[config.mk]
export PLATFORM = sky130hd
export DESIGN_NAME = seg_credit_tracker
export DESIGN_NICKNAME = d
export VERILOG_FILES = /design/src/rtl/seg_credit_tracker.sv
export SDC_FILE = /design/constraint.sdc
export NUM_CORES = 1
export LEC_CHECK = 0
export ABC_AREA = 0
export ABC_CLOCK_PERIOD_IN_PS = 3200
export CORE_MARGIN = 1
export CORE_UTILIZATION = 30
export CTS_CLUSTER_DIAMETER = 80
export DETAILED_ROUTE_END_ITERATION = 7
export DONT_BUFFER_PORTS = 1
export HOLD_SLACK_MARGIN = 0.02
export PLACE_DENSITY_LB_ADDON = 0.25
export SLEW_MARGIN = 0
export SYNTH_ARGS = -nofsm -noshare
export SYNTH_HDL_FRONTEND = slang
export SYNTH_SLANG_ARGS = --single-unit
[constraint.sdc]
create_clock -name clk -period 3.2 [get_ports clk]
set_clock_uncertainty 0.2 [all_clocks]
set_input_delay 0.96 -clock clk [delete_from_list [all_inputs] [get_ports clk]]
set_output_delay 0.96 -clock clk [all_outputs]
set_load 0.005 [all_outputs]
[src/rtl/seg_credit_tracker.sv]
module seg_credit_tracker #(
  parameter int MAX_SEGS = 48,
  parameter int CNT_W    = 8,
  parameter int FTR_W    = 5
) (
  input  logic                 clk,
  input  logic                 rst_n,
  input  logic                 host_wr,
  input  logic                 net_drain,
  input  logic                 net_arrive,
  input  logic                 host_rd,
  input  logic                 err_clr,
  output logic                 rd_valid,
  output logic [31:0]          status_word,
  output logic [FTR_W-1:0]     footer_tx,
  output logic [FTR_W-1:0]     footer_rx,
  output logic                 tx_ovf_err,
  output logic                 rx_ovf_err
);
  localparam logic [CNT_W-1:0] CAP  = CNT_W'(MAX_SEGS);
  localparam logic [CNT_W-1:0] FSAT = CNT_W'((1 << FTR_W) - 1);
  localparam int               PADW = 32 - 2 * CNT_W;

  logic [CNT_W-1:0] tx_cnt, rx_cnt;

  wire tx_zero  = (tx_cnt == '0);
  wire tx_take  = host_wr && !tx_zero;
  wire tx_give  = net_drain && (tx_cnt != CAP || tx_take);
  wire tx_bad   = host_wr && tx_zero;

  wire rd_take  = host_rd && (rx_cnt != '0 || net_arrive);
  wire rx_acc   = net_arrive && (rx_cnt != CAP || rd_take);
  wire rx_bad   = net_arrive && !rx_acc;

  always_ff @(posedge clk) begin
    if (!rst_n) begin
      tx_cnt <= CAP;
    end else if (tx_give && !tx_take) begin
      tx_cnt <= tx_cnt + 1'b1;
    end else if (tx_take && !tx_give) begin
      tx_cnt <= tx_cnt - 1'b1;
    end
  end

  always_ff @(posedge clk) begin
    if (!rst_n) begin
      rx_cnt <= '0;
    end else if (rx_acc && !rd_take) begin
      rx_cnt <= rx_cnt + 1'b1;
    end else if (rd_take && !rx_acc) begin
      rx_cnt <= rx_cnt - 1'b1;
    end
  end

  always_ff @(posedge clk) begin
    if (!rst_n) begin
      tx_ovf_err <= 1'b0;
      rx_ovf_err <= 1'b0;
    end else begin
      tx_ovf_err <= tx_bad || (tx_ovf_err && !err_clr);
      rx_ovf_err <= rx_bad || (rx_ovf_err && !err_clr);
    end
  end

  assign rd_valid    = rd_take;
  assign status_word = {{PADW{1'b0}}, tx_cnt, rx_cnt};
  assign footer_tx   = (tx_cnt >= FSAT) ? FSAT[FTR_W-1:0] : tx_cnt[FTR_W-1:0];
  assign footer_rx   = (rx_cnt >= FSAT) ? FSAT[FTR_W-1:0] : rx_cnt[FTR_W-1:0];
endmodule

==> results.sh, run 1 <==
export IMPL_outcome="finished clean"
export IMPL_first_iter_violations=28
export IMPL_dpl_hpwl_um=2623
export IMPL_drc_errors=0
export IMPL_fin_setup_tns_ps=0
export IMPL_area_delta_synth_final_pct=18.30
export IMPL_fin_area_um2=1779
export IMPL_hold_viol_final=0
export IMPL_cts_inserted_buffers=3
export IMPL_post_drt_wl_per_cell_um=12.00
export IMPL_syn_area_per_cell_um2=8.402
export IMPL_synth_flop_cell="dfxtp_1"
export IMPL_crit_chain="or4_4 -> o31a_1 -> ha_1 -> inv_2 -> buf_4 -> ha_1 -> a21oi_2 -> o211ai_1 -> o21ai_0 -> mux2i_1 -> mux2i_1"
export IMPL_powerDensity_nw_per_um2=999.0
export IMPL_grt_pass1_vias=1184
export IMPL_placed_cell_area_um2=1710
export IMPL_grtUsageTotal_pct=12.98
export IMPL_slowest_delay_ps=550
export IMPL_worstSkewPairLatency_ps=250
export IMPL_wirelength_um=3252
export IMPL_irDropWorstVdd_v=0.0004300
export IMPL_die_h_um=72.81
export IMPL_synthXorXnorAreaFrac_pct=5.824
export IMPL_antenna_left=0
export IMPL_start_kind="flip-flop"
export IMPL_drive_gt1_share_pct=19.61
export IMPL_critPathMaxFanout=5
export IMPL_postSynth_asyncResetShare_pct=0
export IMPL_multi_input_area_um2=1076
export IMPL_rrSetupSlack_ps=200
export IMPL_ys_seq_area_share_pct=23.96
export IMPL_seq_area_um2=360.3
export IMPL_synth_edf_count=0
export IMPL_cp_arrival_ps=2980
export IMPL_num_io_pins=52
export IMPL_cts_buffer_depth=2
export IMPL_grt_max_degree=28
export IMPL_muxShareOfSynthArea_pct=4.659
export IMPL_synth_compound_area_share_pct=16.39
export IMPL_rsz0062_at_grt="true"
export IMPL_start_util_pct=31.42
export IMPL_gp_congestion=0.7679
export IMPL_synth_top_family_by_area="simple AND/OR/NAND/NOR gates"
export IMPL_grt_pass1_wl_um=5333
export IMPL_cts_tree="built"
export IMPL_hp_class="reg -> reg"
export IMPL_whs_ps=367.6
export IMPL_syn_cell_area_um2=1504
export IMPL_vias=1246
export IMPL_post_cts_buffers=0
export IMPL_period_minus_slack_ps=2999
export IMPL_htreeDepth=1
export IMPL_cts_sinks=18
export IMPL_die_x_um=72.81
export IMPL_setup_viol=0
export IMPL_end_kind="flip-flop"
export IMPL_required_ps=3180
export IMPL_synth_adder_area_share_pct=14.31
export IMPL_synth_cells=179
export IMPL_synth_simple_area_share_pct=24.54
export IMPL_first_pass_iters=4
export IMPL_yosys_warnings=0
export IMPL_ys_ff_latch=18
export IMPL_maxCapViolations=0
export IMPL_leakagePower_nw=0.8087
export IMPL_grt_overflow=0
export IMPL_num_antenna_cells=0
export IMPL_io_buffers=0
export IMPL_post_route_period_util_pct=93.71
export IMPL_place_ws_ps=-10.55
export IMPL_worst_path_max_delay_cell="or4_4"
export IMPL_final_nets=229
export IMPL_synthDistinctLibCells=38
export IMPL_antenna_found_initial=0
export IMPL_crit_type="reg -> reg"
export IMPL_drt_vias_per_instance=4.598
export IMPL_core_um2=4786
export IMPL_path_clk_slew_ps=70
export IMPL_rows=25
export IMPL_setup_ws_ps=201.4
export IMPL_root_buffer="clkbuf_8"
export IMPL_fillCellCount=525
export IMPL_timing_final_max_slew_violations=0
export IMPL_max_clock_freq_mhz=333.5
export IMPL_die_area_um2=5301
routing by layer:
metal / part of all wire, % / GRT usage [%] / wire [um] / up-vias
met3: 5.4 / 2.762 / 176 / 2
li1: - / - / - / 643
met5: 0 / 0 / 0 / -
met4: 0.92 / 4.575 / 30 / 0
met1: 49 / 16.99 / 1587 / 564
met2: 45 / 21.08 / 1458 / 37
stage by stage:
stage | power [mW] | utilization, % | cells
after floorplan | 1.211 | - | 194
after global placement | 1.610 | 35.74 | 268
after detailed placement | 1.601 | 35.74 | 268
after CTS | 1.776 | 36.60 | 271
after global routing | 1.979 | 37.18 | 271
final | 1.777 | 37.18 | 271
worst max-delay path, delay by kind of cell (launching register included):
family / cells / cell delay [ps]
AO/OA/AOI/OAI: 4 / 660
AND/OR/NAND/NOR: 1 / 550
adder cells (fa/ha/maj): 2 / 480
multiplexers: 2 / 480
flip-flops: 1 / 320
buffers and inverters: 2 / 240
flip-flops by register name, indices dropped and copies added (netlist names):
name and flops:
rx_cnt 8, tx_cnt 8, rx_ovf_err 1, tx_ovf_err 1
kinds of logic after synthesis:
family | Yosys count
AND/OR/NAND/NOR | 65
AO/OA/AOI/OAI | 38
buffers and inverters | 24
flip-flops | 18
adder cells (fa/ha/maj) | 16
XOR/XNOR | 10
multiplexers | 7
other | 1
report_power, final:
part | internal, mW | leakage (nW) | switching [mW]
Clock | 0.0835 | 0.0216 | 0.0723
Combinational | 0.646 | 0.638 | 0.608
Sequential | 0.310 | 0.149 | 0.0580
Total | 1.04 | 0.809 | 0.739
area by class of cell:
type                       count  share of cell area, %
multi-input combinational    152                  60.48
tap                           67                  4.712
sequential                    18                  20.25
inverter                       4                 0.8439
timing repair buffer          27                  11.39
clock buffer                   3                  2.321
cells in the mapped netlist, types with 5 or more instances:
master	instances	share of area, %
nand2b_1	9	3.7
xnor2_1	6	3.5
ha_1	14	12
buf_4	16	8.0
nand2_1	16	4.0
and2_1	7	2.9
a21oi_1	7	2.3
dfxtp_1	18	24
o21ai_0	9	3.0
mux2i_1	7	4.7
nor2_1	7	1.7
a21o_1	5	2.5
nor2b_1	6	2.5
path summary, 6_finish.rpt:
| check | end | cells past startpoint | from |
|---|---|---|---|
| hold / removal | tx_cnt[4] | 2 | tx_cnt[4] |
| setup / recovery | tx_cnt[7] | 11 | tx_cnt[0] |
| setup reg to reg | tx_cnt[7] | 11 | tx_cnt[0] |
| hold reg to reg | tx_cnt[4] | 2 | tx_cnt[4] |
placed cells by master, fill, tap and decap left out:
cell / n
buf_4: 27
o31a_1: 1
o31ai_4: 1
o21bai_1: 1
inv_1: 2
ha_1: 14
mux2i_1: 7
conb_1: 16
o21a_1: 3
inv_2: 2
nand4_1: 1
clkbuf_8: 3
or4_4: 2
a211oi_2: 1
o21ai_1: 3
fa_1: 2
xnor2_1: 6
nor2_1: 7
dfxtp_1: 18
a21oi_2: 1
a21oi_1: 6
nand3_1: 4
nor3_2: 2
and2_1: 7
a311o_1: 2
a31oi_1: 1
or2b_1: 3
nor2b_1: 6
xor2_1: 4
a31o_1: 1
or2b_2: 1
o21ai_0: 8
nand2_1: 16
o211ai_1: 4
and3_1: 2
nor3_1: 3
nand2b_1: 9
a21o_1: 5
nand4bb_1: 2
repair_timing:
item | 4_1_cts | 5_1_grt
hold buffers | 0 | 0
endpoints found under the setup margin | 0 | 5
gates resized for setup | 0 | 8
endpoints found under the hold margin | 0 | 0
No activity file was read; power rests on OpenSTA's default activity.
==> run 2, diff against run 1 <==
ABC_CLOCK_PERIOD_IN_PS = 3400   (was 3200)
CORE_UTILIZATION = 50   (was 30)
clock period = 3.4 ns   (was 3.2 ns; I/O delays follow)
==> run 2 against run 1 <==
The flow now finishes with violations (DRC); wire length fell by 8.0%; first-iteration DRC count rose by 86%; critical path depth fell by 1; clock-buffer cell count did not move; cell area fell by 12%; worst setup slack got worse by 14 ps; cell count fell by 20%; die area fell by 39%; total power fell by 17%; largest power group unchanged.
==> results.sh, run 2 (synthesized netlist as in run 1, its figures left out) <==
export IMPL_slowest_delay_ps=570
export IMPL_die_area_um2=3231
export IMPL_grt_overflow=0
export IMPL_fillCellCount=268
export IMPL_whs_ps=331.9
export IMPL_area_delta_synth_final_pct=3.577
export IMPL_vias=1201
export IMPL_cts_inserted_buffers=3
export IMPL_worst_path_max_delay_cell="or4_4"
export IMPL_layout_commonest_cell="dfxtp_1"
export IMPL_die_h_um=56.85
export IMPL_dpl_hpwl_um=2329
export IMPL_stdcell_count=217
export IMPL_setup_viol=0
export IMPL_num_io_pins=52
export IMPL_required_ps=3390
export IMPL_hp_class="reg -> reg"
export IMPL_rrSetupSlack_ps=190
export IMPL_die_x_um=56.85
export IMPL_start_kind="flip-flop"
export IMPL_grt_pass1_vias=1157
export IMPL_cp_arrival_ps=3200
export IMPL_grt_pass1_wl_um=4933
export IMPL_cts_sinks=18
export IMPL_grt_max_degree=28
export IMPL_post_drt_wl_per_cell_um=13.79
export IMPL_cpMostUsedCell="ha_1"
export IMPL_gp_congestion=0.8403
export IMPL_maxCapViolations=0
export IMPL_placed_cell_area_um2=1530
export IMPL_crit_type="reg -> reg"
export IMPL_critPathMaxFanout=6
export IMPL_first_pass_iters=6
export IMPL_final_nets=211
export IMPL_max_clock_freq_mhz=311.3
export IMPL_fin_area_um2=1558
export IMPL_fin_setup_tns_ps=0
export IMPL_final_core_util_pct=55.53
export IMPL_hold_buffers=0
export IMPL_io_buffers=0
export IMPL_num_antenna_cells=0
export IMPL_wirelength_um=2992
export IMPL_drt_vias_per_instance=5.535
export IMPL_rsz0062_at_grt="false"
export IMPL_drive_gt1_share_pct=9.140
export IMPL_root_buffer="clkbuf_4"
export IMPL_hold_viol_final=0
export IMPL_drc_errors=6
export IMPL_htreeDepth=1
export IMPL_largestRegisters="rx_cnt: 8 flops, tx_cnt: 8 flops"
export IMPL_dp_cells=214
export IMPL_core_um2=2805
export IMPL_powerDensity_nw_per_um2=944.7
export IMPL_antenna_left=0
export IMPL_path_clk_slew_ps=100
export IMPL_antenna_found_initial=0
export IMPL_rows=19
export IMPL_end_kind="flip-flop"
export IMPL_start_util_pct=53.61
export IMPL_crit_chain="or4_4 -> o31a_1 -> ha_1 -> inv_1 -> ha_1 -> a21o_1 -> a21oi_1 -> o21ai_1 -> mux2i_1 -> a311o_1"
export IMPL_timing_final_max_slew_violations=0
export IMPL_irDropWorstVdd_v=0.0004203
export IMPL_outcome="complete, but fails checks"
export IMPL_post_route_period_util_pct=94.48
export IMPL_cts_tree="built"
export IMPL_period_minus_slack_ps=3212
export IMPL_leakagePower_nw=0.7089
export IMPL_worstSkewPairLatency_ps=290
export IMPL_cts_buffer_depth=2
export IMPL_first_iter_violations=52
export IMPL_violations="DRC"
export IMPL_final_cell_mix="dfxtp_1 (18), nand2_1 (16), conb_1 (16), ha_1 (14)"
export IMPL_grtUsageTotal_pct=19.74
==> run 2: through the flow <==
stage | worst slack, ps | power, mW
final | 187.6 | 1.472
after global routing | 4.799 | 1.626
after CTS | 105.1 | 1.481
after detailed placement | 6.459 | 1.366
after global placement | 102.9 | 1.334
after floorplan | 158.8 | 1.140
==> run 2: what timing repair did <==
action	4_1_cts	5_1_grt
resized for setup	0	1
setup buffers	0	0
endpoints found under the setup margin	0	2
==> run 2: layer usage <==
layer / share of wire [%] / global-route usage (%)
met1: 45 / 21.92
met2: 51 / 36.56
met3: 3.6 / 3.456
met4: 1.2 / 8.362
met5: 0 / 0
==> run 2: power breakdown <==
part | switching (mW) | internal [mW]
sequential | 0.0998 | 0.291
clock | 0.0660 | 0.0412
combinational | 0.490 | 0.484
==> run 2: final cells by class <==
| cell class | instances | area, um2 | area share [%] |
|---|---|---|---|
| Tap cell | 31 | 38.79 | 2.490 |
| Multi-Input combinational cell | 152 | 1054 | 67.63 |
| Clock buffer | 3 | 22.52 | 1.446 |
| Timing Repair Buffer | 9 | 67.56 | 4.337 |
| Inverter | 4 | 15.01 | 0.9639 |
| Sequential cell | 18 | 360.3 | 23.13 |
==> run 2: path summary, 6_finish.rpt <==
kind              cells past startpoint      start   endpoint
setup / recovery                     10  tx_cnt[1]  tx_cnt[6]
hold / removal                        2  rx_cnt[7]  rx_cnt[7]
setup reg to reg                     10  tx_cnt[1]  tx_cnt[6]
hold reg to reg                       2  rx_cnt[7]  rx_cnt[7]
==> run 2: worst max-delay path: cells and delay by family (launching register included) <==
family / cells / cell delay (ps)
and+or+nand+nor: 1 / 570
AOI/OAI and AO/OA: 5 / 1150
buffers and inverters: 1 / 140
adders and majority gates: 2 / 500
muxes: 1 / 130
DFF: 1 / 410
==> run 3, diff against run 2 <==
ABC_AREA = 1   (was 0)
==> run 3 against run 2 <==
The flow now finishes without violations; register-to-register slack improved by 300 ps; sequential share of layout area fell by 1.0 points; clock-buffer cell count increased by 1; combinational power decreased by 39%; die area grew 7.1%; worst setup slack better by 300 ps; clock power grew 26%; cell area grew 4.5%; synthesized cell count grew 36%; wire length is 4.9% higher; critical path type unchanged; critical endpoint is now tx_cnt[5].
==> results.sh, run 3 <==
export IMPL_outcome="finished clean"
export IMPL_cts_sinks=18
export IMPL_htreeDepth=1
export IMPL_synthDistinctLibCells=35
export IMPL_io_buffers=0
export IMPL_grt_overflow=0
export IMPL_grt_max_degree=12
export IMPL_crit_type="reg -> reg"
export IMPL_max_clock_freq_mhz=343.2
export IMPL_vias=1443
export IMPL_start_kind="flip-flop"
export IMPL_cts_inserted_buffers=3
export IMPL_stdcell_count=287
export IMPL_synth_top_area_share_pct=22.33
export IMPL_worstSkewPairLatency_ps=300
export IMPL_synth_common_cells="nand2_1 (48), inv_1 (43), a21oi_1 (20)"
export IMPL_grt_pass1_vias=1129
export IMPL_synth_area_top_cells="dfxtp_1 (22%), nand2_1 (11%), ha_1 (11%)"
export IMPL_root_buffer="clkbuf_4"
export IMPL_synth_flop_cell="dfxtp_1"
export IMPL_num_antenna_cells=0
export IMPL_area_delta_synth_final_pct=0.8526
export IMPL_first_iter_violations=58
export IMPL_hold_buffers=0
export IMPL_synth_most_common_cell="nand2_1"
export IMPL_irDropWorstVdd_v=0.0003250
export IMPL_antenna_left=0
export IMPL_layout_commonest_cell="nand2_1"
export IMPL_rows=20
export IMPL_cts_tree="built"
export IMPL_first_pass_iters=4
export IMPL_critPathMaxFanout=7
export IMPL_wirelength_um=3139
export IMPL_dp_cells=283
export IMPL_core_um2=3053
export IMPL_cts_resized=0
export IMPL_dpl_hpwl_um=2509
export IMPL_die_h_um=58.82
export IMPL_end_kind="flip-flop"
export IMPL_syn_area_per_cell_um2=6.642
export IMPL_largestRegisters="rx_cnt: 8 flops, tx_cnt: 8 flops"
export IMPL_start_util_pct=52.87
export IMPL_post_cts_buffers=0
export IMPL_postSynth_asyncResetShare_pct=0
export IMPL_setup_viol=0
export IMPL_drc_errors=0
export IMPL_whs_ps=287.1
export IMPL_leakagePower_nw=0.8733
export IMPL_drive_gt1_share_pct=6.996
export IMPL_period_minus_slack_ps=2914
export IMPL_ys_seq_area_share_pct=22.33
export IMPL_die_x_um=58.82
export IMPL_drt_vias_per_instance=5.028
export IMPL_timing_final_max_slew_violations=0
export IMPL_maxCapViolations=0
export IMPL_post_drt_wl_per_cell_um=10.94
export IMPL_num_io_pins=52
export IMPL_grt_pass1_wl_um=5216
export IMPL_hold_viol_final=0
export IMPL_final_core_util_pct=53.32
export IMPL_rsz0062_at_grt="false"
export IMPL_ys_ff_latch=18
export IMPL_required_ps=3400
export IMPL_grtUsageTotal_pct=19.41
export IMPL_gp_congestion=0.8146
export IMPL_hp_class="reg -> reg"
export IMPL_syn_cell_area_um2=1614
export IMPL_post_route_period_util_pct=85.69
export IMPL_antenna_found_initial=0
export IMPL_synth_edf_count=0
export IMPL_cts_buffer_depth=2
export IMPL_cp_arrival_ps=2920
export IMPL_final_cell_mix="nand2_1 (48), inv_1 (43), a21oi_1 (20), dfxtp_1 (18)"
export IMPL_synth_cells=243
export IMPL_powerDensity_nw_per_um2=652.0
export IMPL_synth_top_area_cell="dfxtp_1"
export IMPL_die_area_um2=3459
export IMPL_yosys_warnings=0
export IMPL_fin_setup_tns_ps=0
export IMPL_final_nets=267
export IMPL_path_clk_slew_ps=110
[run 3: cell count changes after synthesis, moves of 7 or more]
cell      change
nand3_1      +12
a21oi_1      +13
mux2i_1       -7
nand2_1      +32
nor2_1        +8
nand2b_1      -9
and2_1        -7
inv_1        +39
[run 3: final cells by class]
cell class | count | area, um2
multi-input cells | 177 | 1010
inverters | 44 | 166.4
flip-flops and latches | 18 | 360.3
clock buffers | 4 | 36.28
fillers | 319 | 1425
well taps | 44 | 55.05
[run 3: path summary, 6_finish.rpt]
kind / from / endpoint / slack [ps] / depth (start not counted)
min: rx_ovf_err / rx_ovf_err / 290 / 2
max reg2reg: tx_cnt[7] / tx_cnt[5] / 490 / 16
min reg2reg: rx_ovf_err / rx_ovf_err / 290 / 2
max: tx_cnt[7] / tx_cnt[5] / 490 / 16
[run 3: logic make-up (layout without fill, tap and decap cells)]
family	Yosys count	after routing	share of synthesized area, %
compound gates	40	40	14.26
fa+ha+maj	16	16	13.33
other cells	1	16	0.2323
buf+inv	63	48	18.60
flops	18	18	22.33
simple gates	100	100	28.53
xor+xnor	5	5	2.714
[run 3: metal layers]
layer | track usage [%] | share of wire (%) | vias to the layer above
met5 | 0 | 0 | -
met4 | 3.061 | 0.51 | 0
met3 | 5.055 | 8.1 | 2
met2 | 26.14 | 40 | 58
met1 | 30.84 | 52 | 626
li1 | - | - | 757
[run 3: worst max-delay path, cell delays in order (launching register included)]
cell and delay [ps]:
dfxtp_1 370, nor2_2 130, inv_1 40, or2_4 230, clkinv_2 60, nand2_4 60
o21ai_2 130, a21boi_1 80, ha_1 210, inv_1 210, ha_1 320, or2_1 230
nand2_1 110, o21ai_0 100, or2_0 210, nand3_1 60, nand2_1 50
[run 3: through the flow]
step	area, um2	power [mW]	setup WS (ps)
floorplan	1670	0.8301	535.7
global placement	1592	0.9214	337.2
detailed placement	1592	0.9244	325.0
CTS	1628	1.066	465.5
global route	1628	1.185	200.9
finish	1628	1.061	486.5
[run 3: where the power goes]
group	internal (mW)	leakage, nW	switching [mW]
Clock	0.0653	0.0210	0.0697
Sequential	0.261	0.149	0.0754
Combinational	0.226	0.703	0.365
